--- src/rtl/smt_ibuf_pkg.sv ---
package smt_ibuf_pkg;
    typedef enum logic {
        SLOT_T0 = 1'b0,
        SLOT_T1 = 1'b1
    } slot_e;
endpackage

--- src/rtl/smt_ibuf_queue.sv ---
// Per-thread instruction FIFO: one push, up to two pops, single-cycle flush.
module smt_ibuf_queue #(
    parameter int DEPTH = 8,
    parameter int W = 32,
    localparam int PTR_W = $clog2(DEPTH),
    localparam int CNT_W = $clog2(DEPTH + 1)
) (
    input  logic             clk,
    input  logic             rst_n,
    input  logic             push,
    input  logic [W-1:0]     push_data,
    input  logic [1:0]       pop_n,
    input  logic             flush,
    output logic [CNT_W-1:0] count,
    output logic [W-1:0]     head0,
    output logic [W-1:0]     head1
);
    logic [W-1:0]     mem [DEPTH];
    logic [PTR_W-1:0] rd_q, wr_q;
    logic             push_ok;

    assign push_ok = push && (count < CNT_W'(DEPTH));

    always_ff @(posedge clk) begin
        if (!rst_n) begin
            rd_q  <= '0;
            wr_q  <= '0;
            count <= '0;
        end else if (flush) begin
            rd_q  <= wr_q;
            count <= '0;
        end else begin
            if (push_ok) wr_q <= wr_q + PTR_W'(1);
            rd_q  <= rd_q + PTR_W'(pop_n);
            count <= count + CNT_W'(push_ok) - CNT_W'(pop_n);
        end
    end

    always_ff @(posedge clk) begin
        if (push_ok && !flush) mem[wr_q] <= push_data;
    end

    assign head0 = mem[rd_q];
    assign head1 = mem[rd_q + PTR_W'(1)];
endmodule

--- src/rtl/smt_ibuf_ras.sv ---
// Circular return-address stack; overflow overwrites the oldest entry.
module smt_ibuf_ras #(
    parameter int DEPTH = 4,
    parameter int W = 32,
    localparam int PTR_W = $clog2(DEPTH),
    localparam int CNT_W = $clog2(DEPTH + 1)
) (
    input  logic         clk,
    input  logic         rst_n,
    input  logic         push,
    input  logic         pop,
    input  logic [W-1:0] push_data,
    output logic [W-1:0] top_data,
    output logic         top_valid
);
    logic [W-1:0]     mem [DEPTH];
    logic [PTR_W-1:0] top_q;
    logic [CNT_W-1:0] cnt_q;

    always_ff @(posedge clk) begin
        if (!rst_n) begin
            top_q <= '0;
            cnt_q <= '0;
        end else if (push) begin
            top_q <= top_q + PTR_W'(1);
            if (cnt_q != CNT_W'(DEPTH)) cnt_q <= cnt_q + CNT_W'(1);
        end else if (pop && top_valid) begin
            top_q <= top_q - PTR_W'(1);
            cnt_q <= cnt_q - CNT_W'(1);
        end
    end

    always_ff @(posedge clk) begin
        if (push) mem[top_q + PTR_W'(1)] <= push_data;
    end

    assign top_valid = (cnt_q != '0);
    assign top_data  = top_valid ? mem[top_q] : '0;
endmodule

--- src/rtl/smt_ibuf_arb.sv ---
// Splits the two decode lanes between the thread queues by priority.
module smt_ibuf_arb #(
    parameter int CNT_W = 4,
    parameter int PRIO_W = 3,
    parameter int W = 32
) (
    input  logic [CNT_W-1:0]  cnt0,
    input  logic [CNT_W-1:0]  cnt1,
    input  logic [PRIO_W-1:0] prio0,
    input  logic [PRIO_W-1:0] prio1,
    input  logic [1:0]        room,
    input  logic [W-1:0]      h00,
    input  logic [W-1:0]      h01,
    input  logic [W-1:0]      h10,
    input  logic [W-1:0]      h11,
    output logic [1:0]        take0,
    output logic [1:0]        take1,
    output logic [1:0]        dec_valid,
    output logic [1:0]        dec_tid,
    output logic [W-1:0]      dec_instr0,
    output logic [W-1:0]      dec_instr1
);
    logic             first;
    logic [CNT_W-1:0] cf, cs;
    logic [1:0]       rm, nf, ns, rest, used;
    logic [W-1:0]     hf0, hf1, hs0, hs1;

    always_comb begin
        first = (prio1 > prio0);
        rm    = (room == 2'd3) ? 2'd2 : room;
        cf    = first ? cnt1 : cnt0;
        cs    = first ? cnt0 : cnt1;
        hf0   = first ? h10 : h00;
        hf1   = first ? h11 : h01;
        hs0   = first ? h00 : h10;
        hs1   = first ? h01 : h11;
        nf    = (cf >= CNT_W'(rm)) ? rm : cf[1:0];
        rest  = rm - nf;
        ns    = (cs >= CNT_W'(rest)) ? rest : cs[1:0];
        if ((prio0 == prio1) && (rm == 2'd2) && (cnt0 != '0) && (cnt1 != '0)) begin
            nf = 2'd1;
            ns = 2'd1;
        end
        used       = nf + ns;
        take0      = first ? ns : nf;
        take1      = first ? nf : ns;
        dec_valid  = {used == 2'd2, used != 2'd0};
        dec_tid    = 2'b00;
        dec_instr0 = '0;
        dec_instr1 = '0;
        if (used != 2'd0) begin
            dec_tid[0] = (nf != 2'd0) ? first : ~first;
            dec_instr0 = (nf != 2'd0) ? hf0 : hs0;
        end
        if (used == 2'd2) begin
            if (nf == 2'd2) begin
                dec_tid[1] = first;
                dec_instr1 = hf1;
            end else if (nf == 2'd1) begin
                dec_tid[1] = ~first;
                dec_instr1 = hs0;
            end else begin
                dec_tid[1] = ~first;
                dec_instr1 = hs1;
            end
        end
    end
endmodule

--- src/rtl/smt_ibuf.sv ---
module smt_ibuf
    import smt_ibuf_pkg::*;
#(
    parameter int INSTR_W = 32,
    parameter int ADDR_W = 32,
    parameter int QDEPTH = 8,
    parameter int RDEPTH = 4,
    parameter int PRIO_W = 3
) (
    input  logic               clk,
    input  logic               rst_n,
    output logic               fetch_go,
    output logic               fetch_tid,
    input  logic               fr_valid,
    input  logic               fr_tid,
    input  logic [INSTR_W-1:0] fr_instr,
    input  logic               fr_call,
    input  logic               fr_ret,
    input  logic [ADDR_W-1:0]  fr_link,
    output logic               ras_valid,
    output logic [ADDR_W-1:0]  ras_target,
    input  logic [PRIO_W-1:0]  prio0,
    input  logic [PRIO_W-1:0]  prio1,
    input  logic [1:0]         dec_room,
    output logic [1:0]         dec_valid,
    output logic [1:0]         dec_tid,
    output logic [INSTR_W-1:0] dec_instr0,
    output logic [INSTR_W-1:0] dec_instr1,
    input  logic [1:0]         flush
);
    localparam int QCNT_W = $clog2(QDEPTH + 1);

    slot_e               state_q, state_d;
    logic [QCNT_W-1:0]   q_cnt   [2];
    logic [QCNT_W-1:0]   arb_cnt [2];
    logic [INSTR_W-1:0]  q_h0    [2];
    logic [INSTR_W-1:0]  q_h1    [2];
    logic [1:0]          take    [2];
    logic [ADDR_W-1:0]   r_top   [2];
    logic [1:0]          r_val;
    logic [1:0]          q_full;
    logic                ret_ev;
    logic                owner;

    assign ret_ev = fr_valid && fr_ret && !fr_call;

    generate
        for (genvar t = 0; t < 2; t++) begin : g_thr
            logic hit;
            assign hit        = fr_valid && (fr_tid == 1'(t));
            assign q_full[t]  = (q_cnt[t] == QCNT_W'(QDEPTH));
            assign arb_cnt[t] = flush[t] ? '0 : q_cnt[t];

            smt_ibuf_queue #(.DEPTH(QDEPTH), .W(INSTR_W)) u_queue (
                .clk       (clk),
                .rst_n     (rst_n),
                .push      (hit),
                .push_data (fr_instr),
                .pop_n     (take[t]),
                .flush     (flush[t]),
                .count     (q_cnt[t]),
                .head0     (q_h0[t]),
                .head1     (q_h1[t])
            );

            smt_ibuf_ras #(.DEPTH(RDEPTH), .W(ADDR_W)) u_ras (
                .clk       (clk),
                .rst_n     (rst_n),
                .push      (hit && fr_call),
                .pop       (hit && ret_ev),
                .push_data (fr_link),
                .top_data  (r_top[t]),
                .top_valid (r_val[t])
            );
        end
    endgenerate

    smt_ibuf_arb #(.CNT_W(QCNT_W), .PRIO_W(PRIO_W), .W(INSTR_W)) u_arb (
        .cnt0       (arb_cnt[0]),
        .cnt1       (arb_cnt[1]),
        .prio0      (prio0),
        .prio1      (prio1),
        .room       (dec_room),
        .h00        (q_h0[0]),
        .h01        (q_h1[0]),
        .h10        (q_h0[1]),
        .h11        (q_h1[1]),
        .take0      (take[0]),
        .take1      (take[1]),
        .dec_valid  (dec_valid),
        .dec_tid    (dec_tid),
        .dec_instr0 (dec_instr0),
        .dec_instr1 (dec_instr1)
    );

    // Fetch slot state register
    always_ff @(posedge clk) begin
        if (!rst_n) state_q <= SLOT_T0;
        else        state_q <= state_d;
    end

    // Transitions ADVANCE_T1 / ADVANCE_T0
    always_comb begin
        unique case (state_q)
            SLOT_T0: state_d = SLOT_T1;
            SLOT_T1: state_d = SLOT_T0;
            default: state_d = SLOT_T0;
        endcase
    end

    // Fetch grant outputs
    always_comb begin
        owner     = (state_q == SLOT_T1);
        fetch_go  = 1'b1;
        fetch_tid = owner;
        unique case (state_q)
            SLOT_T0: begin
                if (q_full[0]) begin
                    fetch_tid = 1'b1;
                    fetch_go  = !q_full[1];
                end
            end
            SLOT_T1: begin
                if (q_full[1]) begin
                    fetch_tid = 1'b0;
                    fetch_go  = !q_full[0];
                end
            end
            default: fetch_go = 1'b0;
        endcase
        if (!fetch_go) fetch_tid = 1'b0;
    end

    assign ras_valid  = ret_ev && r_val[fr_tid];
    assign ras_target = ras_valid ? r_top[fr_tid] : '0;
endmodule

--- config.mk ---
export PLATFORM = sky130hd
export DESIGN_NAME = smt_ibuf
export DESIGN_NICKNAME = d
export VERILOG_FILES = /design/src/rtl/smt_ibuf_pkg.sv /design/src/rtl/smt_ibuf_queue.sv /design/src/rtl/smt_ibuf_ras.sv /design/src/rtl/smt_ibuf_arb.sv /design/src/rtl/smt_ibuf.sv
export SDC_FILE = /design/constraint.sdc
export NUM_CORES = 1
export LEC_CHECK = 0
export BUFFER_PORTS_ARGS = -buffer_cell sky130_fd_sc_hd__buf_2
export CORE_MARGIN = 10
export CORE_UTILIZATION = 50
export CTS_CLUSTER_DIAMETER = 30
export CTS_CLUSTER_SIZE = 24
export DETAILED_ROUTE_END_ITERATION = 8
export HOLD_SLACK_MARGIN = 0.02
export PLACE_DENSITY = 0.67
export RECOVER_POWER = 25
export SETUP_SLACK_MARGIN = 0.5
export SLEW_MARGIN = 20
export SYNTH_ARGS = -nofsm -noshare
export SYNTH_HDL_FRONTEND = slang
export SYNTH_HIERARCHICAL = 1
export SYNTH_SLANG_ARGS = --single-unit
--- constraint.sdc ---
create_clock -name clk -period 16 [get_ports clk]
set_input_delay 2.4 -clock clk [delete_from_list [all_inputs] [get_ports clk]]
set_output_delay 2.4 -clock clk [all_outputs]
set_load 0.05 [all_outputs]
==> flow_summary.toml, run 1 <==
[placement]
place.detailed.hpwl_um = 56810
numPortBuffers = 182
gp_routability_congestion = 0.8632
dpl_worst_slack_ps = 4725

[worst_setup_path]
critical_path_peak_fanout = 45
critical_path_required_ps = 13600
path_type_of_the_worst_setup_path = "in2out"
timing.critical_path.arrival_ps = 9050
setup.worst_path.end_class = "output port"
setup.worst_path.start_class = "input pin"

[timing]
max_slew.worst_pin.slew_ps = 1107
max_slew_margin_pct = 26.17
fin_worst_hold_slack_ps = 413.0
finalWorstPathRequiredPeriod_ps = 11450
total_negative_setup_slack_ps = 0
post-route-worst-setup-slack_ps = 4555
setup_repair_after_global_routing_missed_its_margin = "no"
report.final.slew_viol_count = 0
final.period_utilization_pct = 71.53
hold_viol_final = 0
clock_skew_ps = 39.26
finalSetupViolations = 0
achievable-frequency_mhz = 87.37

[floorplan]
initial_utilization_pct = 50.35
die_x_um = 296.3
die_height_um = 296.3
design.core.area_um2 = 75820
fp.dieArea_um2 = 87810
std_cell_rows = 101
io_pins = 183

[synthesis]
synth_area_um2 = 38180
ys_seq_elements = 803
synthTopCellsByCount = "sky130_fd_sc_hd__edfxtp_1 (768), sky130_fd_sc_hd__mux4_2 (307), sky130_fd_sc_hd__mux2_2 (128)"
ys_warns = 6
synth-edff-count = 768
post-synth-top-area-fraction_pct = 60.41
postSynthCellCount = 2085
yosysSeqAreaShare_pct = 62.24
synth_unique_cells = 62
syn_avg_cell_area_um2 = 18.31
most_area_hungry_cell_type_in_the_yosys_netlist = "sky130_fd_sc_hd__edfxtp_1"
synth_most_common_cell = "sky130_fd_sc_hd__edfxtp_1"
syn-num-nets = 2204
postSynth.asyncResetShare_pct = 0
netlist_top_cells_area = "sky130_fd_sc_hd__edfxtp_1 (60%), sky130_fd_sc_hd__mux4_2 (18%), sky130_fd_sc_hd__mux2_2 (3.8%), sky130_fd_sc_hd__dfxtp_1 (1.8%), sky130_fd_sc_hd__and2_1 (1.3%)"
synth-main-ff-cell = "sky130_fd_sc_hd__edfxtp_1"

[pwr]
p_sw_share_pct = 35.15
power.share.combinational_pct = 33.7
power_frac_seq_pct = 27.6
net-switching-power_w = 0.003078
ir_worst_vdd_mv = 0.2348
power_density_nw_per_um2 = 192.2
finalPower_w = 0.008758
power_frac_clock_pct = 38.7
intPower_w = 0.005680
power_leakage_nw = 15.00

[global_route]
gr-total-overflow = 0
gr-usage-all-layers_pct = 22.76
largest_net_degree_at_the_start_of_global_routing = 71
grt_antenna_before_repair = 12
global_route_wire_length_before_repair_um = 147800
vias_in_the_first_global_route = 23589

[clock_network]
cts.reportedPaths.clkPinSlew_ps = 40
cts_max_level = 4
cts-resized-gates = 0
clock_latency_ps = 730
cts_buffers = 162
clock_path_buffers = 3
cts_tree = "yes"
cts.sinks = 803
cts_root_buffer = "sky130_fd_sc_hd__clkbuf_16"
cts.hold.buffers_added = 0
setup_fix_buffers_added_after_clock_tree_synthesis = 0

[worst_hold_path]
hold_path.class = "reg2reg"

[final_layout]
areaGrowthSynthToFinish_pct = 19.35
num-fill-cells = 5539
finalNetCount = 2458
layout-drive-gt1-share_pct = 40.36
postLayoutCoreUtil_pct = 60.09

[route]
wire_per_inst_um = 28.33
detail_route.iter0.violations = 1620
remaining_drc_errors = 0
antenna_violating_nets_post_route = 0
avgViaCountPerCell = 6.240
route.vias.total = 21545
totalWireLength_um = 97810
first_pass_iters = 5

[job]
cap_violations = 0

[outcome]
outcome = "completed"
-- layout make-up --
cell class / instances / area (um^2) / area share (%)
inverter: 31 / 116.4 / 0.2554
sequential: 803 / 23780 / 52.20
antenna: 2 / 5.005 / 0.01098
tap: 978 / 1224 / 2.686
multi-input combinational: 1112 / 13580 / 29.81
clock inverter: 113 / 1405 / 3.084
timing repair buffer: 229 / 1237 / 2.716
clock buffer: 185 / 4213 / 9.246
-- critical path, cell delays in order --
cell and delay (ps):
sky130_fd_sc_hd__buf_2 70, sky130_fd_sc_hd__inv_1 40, sky130_fd_sc_hd__ha_1 320, sky130_fd_sc_hd__a21oi_1 390, sky130_fd_sc_hd__a21o_2 200, sky130_fd_sc_hd__buf_4 550
sky130_fd_sc_hd__o211ai_2 200, sky130_fd_sc_hd__ha_1 310, sky130_fd_sc_hd__inv_1 50, sky130_fd_sc_hd__o211ai_1 530, sky130_fd_sc_hd__mux2i_1 200, sky130_fd_sc_hd__o22ai_1 230
sky130_fd_sc_hd__inv_2 60, sky130_fd_sc_hd__ha_1 190, sky130_fd_sc_hd__xor2_1 300, sky130_fd_sc_hd__ha_1 290, sky130_fd_sc_hd__a21oi_1 130, sky130_fd_sc_hd__o211ai_1 210
sky130_fd_sc_hd__mux2i_1 190, sky130_fd_sc_hd__nor2_1 190, sky130_fd_sc_hd__inv_1 70, sky130_fd_sc_hd__ha_1 190, sky130_fd_sc_hd__xnor2_1 160, sky130_fd_sc_hd__or2_2 350
sky130_fd_sc_hd__mux2i_4 140, sky130_fd_sc_hd__buf_4 460, sky130_fd_sc_hd__o2111a_1 270, sky130_fd_sc_hd__buf_2 270
-- power by group through the flow --
stage | clock [W] | sequential, W | combinational, W
3_3_place_gp | 0 | 0.00245 | 0.00290
2_1_floorplan | 0 | 0.00239 | 0.00236
6_report | 0.00339 | 0.00242 | 0.00295
5_1_grt | 0.00356 | 0.00243 | 0.00312
3_5_place_dp | 0 | 0.00246 | 0.00293
4_1_cts | 0.00344 | 0.00242 | 0.00295
-- placed cells by master (no fill, tap or decap), types with 5 or more instances in the layout --
cell / synthesis / routed
sky130_fd_sc_hd__clkinv_1: 0 / 17
sky130_fd_sc_hd__xnor2_1: 7 / 5
sky130_fd_sc_hd__clkbuf_1: 44 / 68
sky130_fd_sc_hd__nand2b_1: 14 / 14
sky130_fd_sc_hd__or3_1: 34 / 34
sky130_fd_sc_hd__mux2i_1: 50 / 50
sky130_fd_sc_hd__xor2_1: 10 / 8
sky130_fd_sc_hd__buf_2: 42 / 132
sky130_fd_sc_hd__clkinv_4: 0 / 11
sky130_fd_sc_hd__nor3_2: 29 / 33
sky130_fd_sc_hd__mux2_2: 128 / 128
sky130_fd_sc_hd__dfxtp_1: 35 / 27
sky130_fd_sc_hd__mux4_1: 13 / 13
sky130_fd_sc_hd__o21ai_0: 47 / 47
sky130_fd_sc_hd__ha_1: 33 / 31
sky130_fd_sc_hd__mux4_2: 307 / 307
sky130_fd_sc_hd__bufinv_16: 0 / 22
sky130_fd_sc_hd__clkbuf_16: 0 / 164
sky130_fd_sc_hd__nor3_1: 15 / 11
sky130_fd_sc_hd__nand2_1: 90 / 90
sky130_fd_sc_hd__fa_1: 6 / 6
sky130_fd_sc_hd__nor2b_1: 19 / 19
sky130_fd_sc_hd__clkinvlp_4: 0 / 17
sky130_fd_sc_hd__a21oi_2: 31 / 30
sky130_fd_sc_hd__and2_1: 80 / 72
sky130_fd_sc_hd__o2111a_1: 32 / 32
sky130_fd_sc_hd__clkinv_2: 0 / 21
sky130_fd_sc_hd__inv_6: 0 / 13
sky130_fd_sc_hd__edfxtp_1: 768 / 768
sky130_fd_sc_hd__a21oi_1: 13 / 12
sky130_fd_sc_hd__nor2_1: 95 / 82
sky130_fd_sc_hd__buf_4: 2 / 44
sky130_fd_sc_hd__inv_1: 28 / 28
sky130_fd_sc_hd__and2_2: 0 / 8
sky130_fd_sc_hd__nor2_4: 0 / 12
-- kinds of logic (layout without fill, tap and decap cells) --
logic type	count (synthesis)	after routing	share of synthesized area [%]
buffers and inverters	170	558	2.805
other	0	2	0
muxes	501	501	24.27
adders and majority gates	39	39	1.396
DFF	803	803	62.24
xor gates and xnor gates	17	17	0.3900
AOI/OAI and AO/OA	156	156	3.212
and+or+nand+nor	399	399	5.683
-- path summary, 6_finish.rpt --
check                       startpoint                        end  slack (ps)  cells past startpoint
max                           prio0[2]              dec_instr1[2]        4550                     28
min                              owner                      owner         410                      1
max reg2reg  g_thr[0].u_queue/count[1]  g_thr[0].u_queue/count[3]       10190                     23
min reg2reg                      owner                      owner         410                      1
-- layer usage --
layer	share of wire [%]	vias to the layer above	routed length [um]	track usage, %
li1	-	9107	-	-
met1	37	11257	36500	27.54
met2	51	973	50040	38.73
met3	8.8	190	8608	6.461
met4	2.6	18	2552	8.082
met5	0.11	-	108	0
-- metrics by stage --
stage / cell area, um^2 / std cells
2_1_floorplan: 38180 / 2085
3_3_place_gp: 39950 / 3151
3_5_place_dp: 39950 / 3151
4_1_cts: 45570 / 3449
5_1_grt: 45560 / 3453
6_report: 45560 / 3453
-- sequential cells by signal, summed over array words and instances (netlist names), named ones only --
name / flops
g_thr.u_queue/count: 8
g_thr.u_queue/mem: 512
g_thr.u_queue/rd_q: 6
g_thr.u_queue/wr_q: 6
g_thr.u_ras/cnt_q: 6
g_thr.u_ras/mem: 256
g_thr.u_ras/top_q: 4
owner: 1
Note: power is estimated with default switching activity, not from simulation.
==> run 2, diff against run 1 <==
--- a/config.mk
+++ b/config.mk
@@ -12,7 +12,7 @@
 export CTS_CLUSTER_SIZE = 24
 export DETAILED_ROUTE_END_ITERATION = 8
 export HOLD_SLACK_MARGIN = 0.02
-export PLACE_DENSITY = 0.67
+export PLACE_DENSITY = 0.7
 export RECOVER_POWER = 25
 export SETUP_SLACK_MARGIN = 0.5
 export SLEW_MARGIN = 20
==> constraint.sdc (replaced) <==
create_clock -name clk -period 9.6 [get_ports clk]
set_input_delay 1.44 -clock clk [delete_from_list [all_inputs] [get_ports clk]]
set_output_delay 1.44 -clock clk [all_outputs]
set_load 0.05 [all_outputs]
==> run 2 against run 1 <==
Count of clock-buffer cells in the layout decreased by 17. Combinational power rose by 77%. Via count fell by 0.19%. Total power increased by 67%. Largest power group unchanged.
==> flow_summary.toml, run 2 (same netlist as run 1, synthesis figures left out) <==
[worst_setup_path]
critical_path_peak_fanout = 34
timing.critical_path.from = "prio0[2]"
setup.worst_path.end_class = "output port"
timing.rr.start = "g_thr[0].u_queue/count[1]"
setup.worst_path.end = "dec_tid[0]"
path_type_of_the_worst_setup_path = "in2out"
ff2ff_path_depth = 23
critical_path_required_ps = 8160
setup.worst_path.start_class = "input pin"
timing.critical_path.arrival_ps = 7210
setup.reg_to_reg.worst_slack_ps = 4030
regToRegEndpoint = "g_thr[1].u_queue/count[3]"

[final_layout]
number_of_flip_flops_under_the_largest_register_name = 512
layout_commonest_cell = "sky130_fd_sc_hd__edfxtp_1"
layout.cells.most_common_list = "sky130_fd_sc_hd__edfxtp_1 (768), sky130_fd_sc_hd__mux4_2 (307), sky130_fd_sc_hd__clkbuf_16 (153)"
max_flop_register = "g_thr.u_queue/mem"
layout-drive-gt1-share_pct = 40.52
largestRegisters = "g_thr.u_queue/mem: 512 flops, g_thr.u_ras/mem: 256 flops, g_thr.u_queue/count: 8 flops"
areaGrowthSynthToFinish_pct = 19.21
finalNetCount = 2451
num-fill-cells = 5448

[clock_network]
cts.sinks = 803
cts_buffers = 153
clock_latency_ps = 720
cts.reportedPaths.clkPinSlew_ps = 50
cts_root_buffer = "sky130_fd_sc_hd__clkbuf_16"
cts_tree = "yes"
cts_max_level = 4
clock_path_buffers = 3
cts.hold.buffers_added = 0

[pwr]
ir_worst_vdd_mv = 0.3484
power_density_nw_per_um2 = 321.2
power_leakage_nw = 14.93

[route]
route.vias.total = 21504
avgViaCountPerCell = 6.244
totalWireLength_um = 96940
detail_route.iter0.violations = 1865
remaining_drc_errors = 0
wire_per_inst_um = 28.15
first_pass_iters = 7
antenna_violating_nets_post_route = 0

[global_route]
vias_in_the_first_global_route = 23039
gr-usage-all-layers_pct = 22.26
gr-total-overflow = 0
global_route_wire_length_before_repair_um = 144900
largest_net_degree_at_the_start_of_global_routing = 66
grt_antenna_before_repair = 8

[floorplan]
std_cell_rows = 101
die_x_um = 296.3
die_height_um = 296.3
initial_utilization_pct = 50.35
design.core.area_um2 = 75820
fp.dieArea_um2 = 87810
io_pins = 183

[timing]
achievable-frequency_mhz = 115.6
max_slew.worst_pin.slew_ps = 1110
fin_worst_hold_slack_ps = 410.8
final.period_utilization_pct = 90.15
setup_repair_after_global_routing_missed_its_margin = "no"
finalWorstPathRequiredPeriod_ps = 8654
hold_viol_final = 0
total_negative_setup_slack_ps = 0
finalSetupViolations = 0
clock_skew_ps = 47.58
report.final.slew_viol_count = 0
max_slew_margin_pct = 25.98

[worst_hold_path]
hold_path.class = "reg2reg"

[placement]
place.detailed.hpwl_um = 56260
numPortBuffers = 182
gp_routability_congestion = 0.8452

[outcome]
outcome = "completed"

[job]
cap_violations = 0
[run 2: cell types whose count changed in the layout (fill, tap and decap cells not counted), sizes merged]
cell / change
clkbuf: -17
clkinv: +4
inv: +4
buf: +2
bufinv: -2
clkinvlp: -1
diode: +1
[run 2: worst min path at each step]
stage                     startpoint    end  slack (ps)  depth (start not counted)
after global placement         owner  owner         400                          1
after global routing           owner  owner         440                          1
after floorplan                owner  owner         390                          1
after CTS                      owner  owner         420                          1
final                          owner  owner         410                          1
after detailed placement       owner  owner         410                          1
[run 2: layer usage]
metal | up-vias | wire length, um | global-route usage, %
met5 | - | 98 | 0
met4 | 14 | 3223 | 8.673
met3 | 228 | 7482 | 5.774
met2 | 916 | 49380 | 37.37
met1 | 11268 | 36760 | 27.46
li1 | 9078 | - | -
[run 2: timing repair]
action	in CTS	in global routing
endpoints found under the setup margin	0	67
resized for setup	0	2
setup buffers	0	1
[run 2: power breakdown]
group | internal, W | switching (W)
clock | 0.00353 | 0.00189
sequential | 0.00391 | 0.0000872
combinational | 0.00198 | 0.00323
[run 2: critical path: stages]
cell	delay (ps)
sky130_fd_sc_hd__buf_2	70
sky130_fd_sc_hd__inv_1	30
sky130_fd_sc_hd__ha_1	320
sky130_fd_sc_hd__a21oi_2	380
sky130_fd_sc_hd__a21o_2	220
sky130_fd_sc_hd__o211ai_2	130
sky130_fd_sc_hd__ha_1	310
sky130_fd_sc_hd__inv_1	50
sky130_fd_sc_hd__o21ai_0	390
sky130_fd_sc_hd__mux2i_1	160
sky130_fd_sc_hd__o22ai_1	240
sky130_fd_sc_hd__inv_2	70
sky130_fd_sc_hd__ha_1	190
sky130_fd_sc_hd__xor2_1	310
sky130_fd_sc_hd__ha_1	310
sky130_fd_sc_hd__a21oi_1	120
sky130_fd_sc_hd__o211ai_1	200
sky130_fd_sc_hd__mux2i_1	190
sky130_fd_sc_hd__nor2_1	190
sky130_fd_sc_hd__inv_1	70
sky130_fd_sc_hd__ha_1	190
sky130_fd_sc_hd__xnor2_1	160
sky130_fd_sc_hd__or2_2	350
sky130_fd_sc_hd__mux2i_4	140
sky130_fd_sc_hd__buf_4	610
sky130_fd_sc_hd__nor2_1	100
sky130_fd_sc_hd__buf_2	240
[run 2: per-stage QoR]
stage / util [%] / total power (W) / worst slack [ps] / cell area [um^2] / cells
2_1_floorplan: - / 0.007926 / 735.1 / 38180 / 2085
3_3_place_gp: 53.02 / 0.009185 / 915.5 / 40200 / 3154
3_5_place_dp: 53.02 / 0.009249 / 655.4 / 40200 / 3154
4_1_cts: 60.08 / 0.01471 / 631.8 / 45550 / 3440
5_1_grt: 60.02 / 0.01515 / 574.3 / 45510 / 3442
6_report: 60.02 / 0.01462 / 945.8 / 45510 / 3444
[run 2: area by class of cell]
type	count	area [um^2]	share of cell area (%)
well taps	978	1224	2.689
clock buffers	168	3895	8.558
repair buffers	231	1445	3.175
clock inverters	118	1456	3.200
multi-input cells	1112	13580	29.85
inverters	31	116.4	0.2557
diodes	3	7.507	0.01650
flip-flops and latches	803	23780	52.26
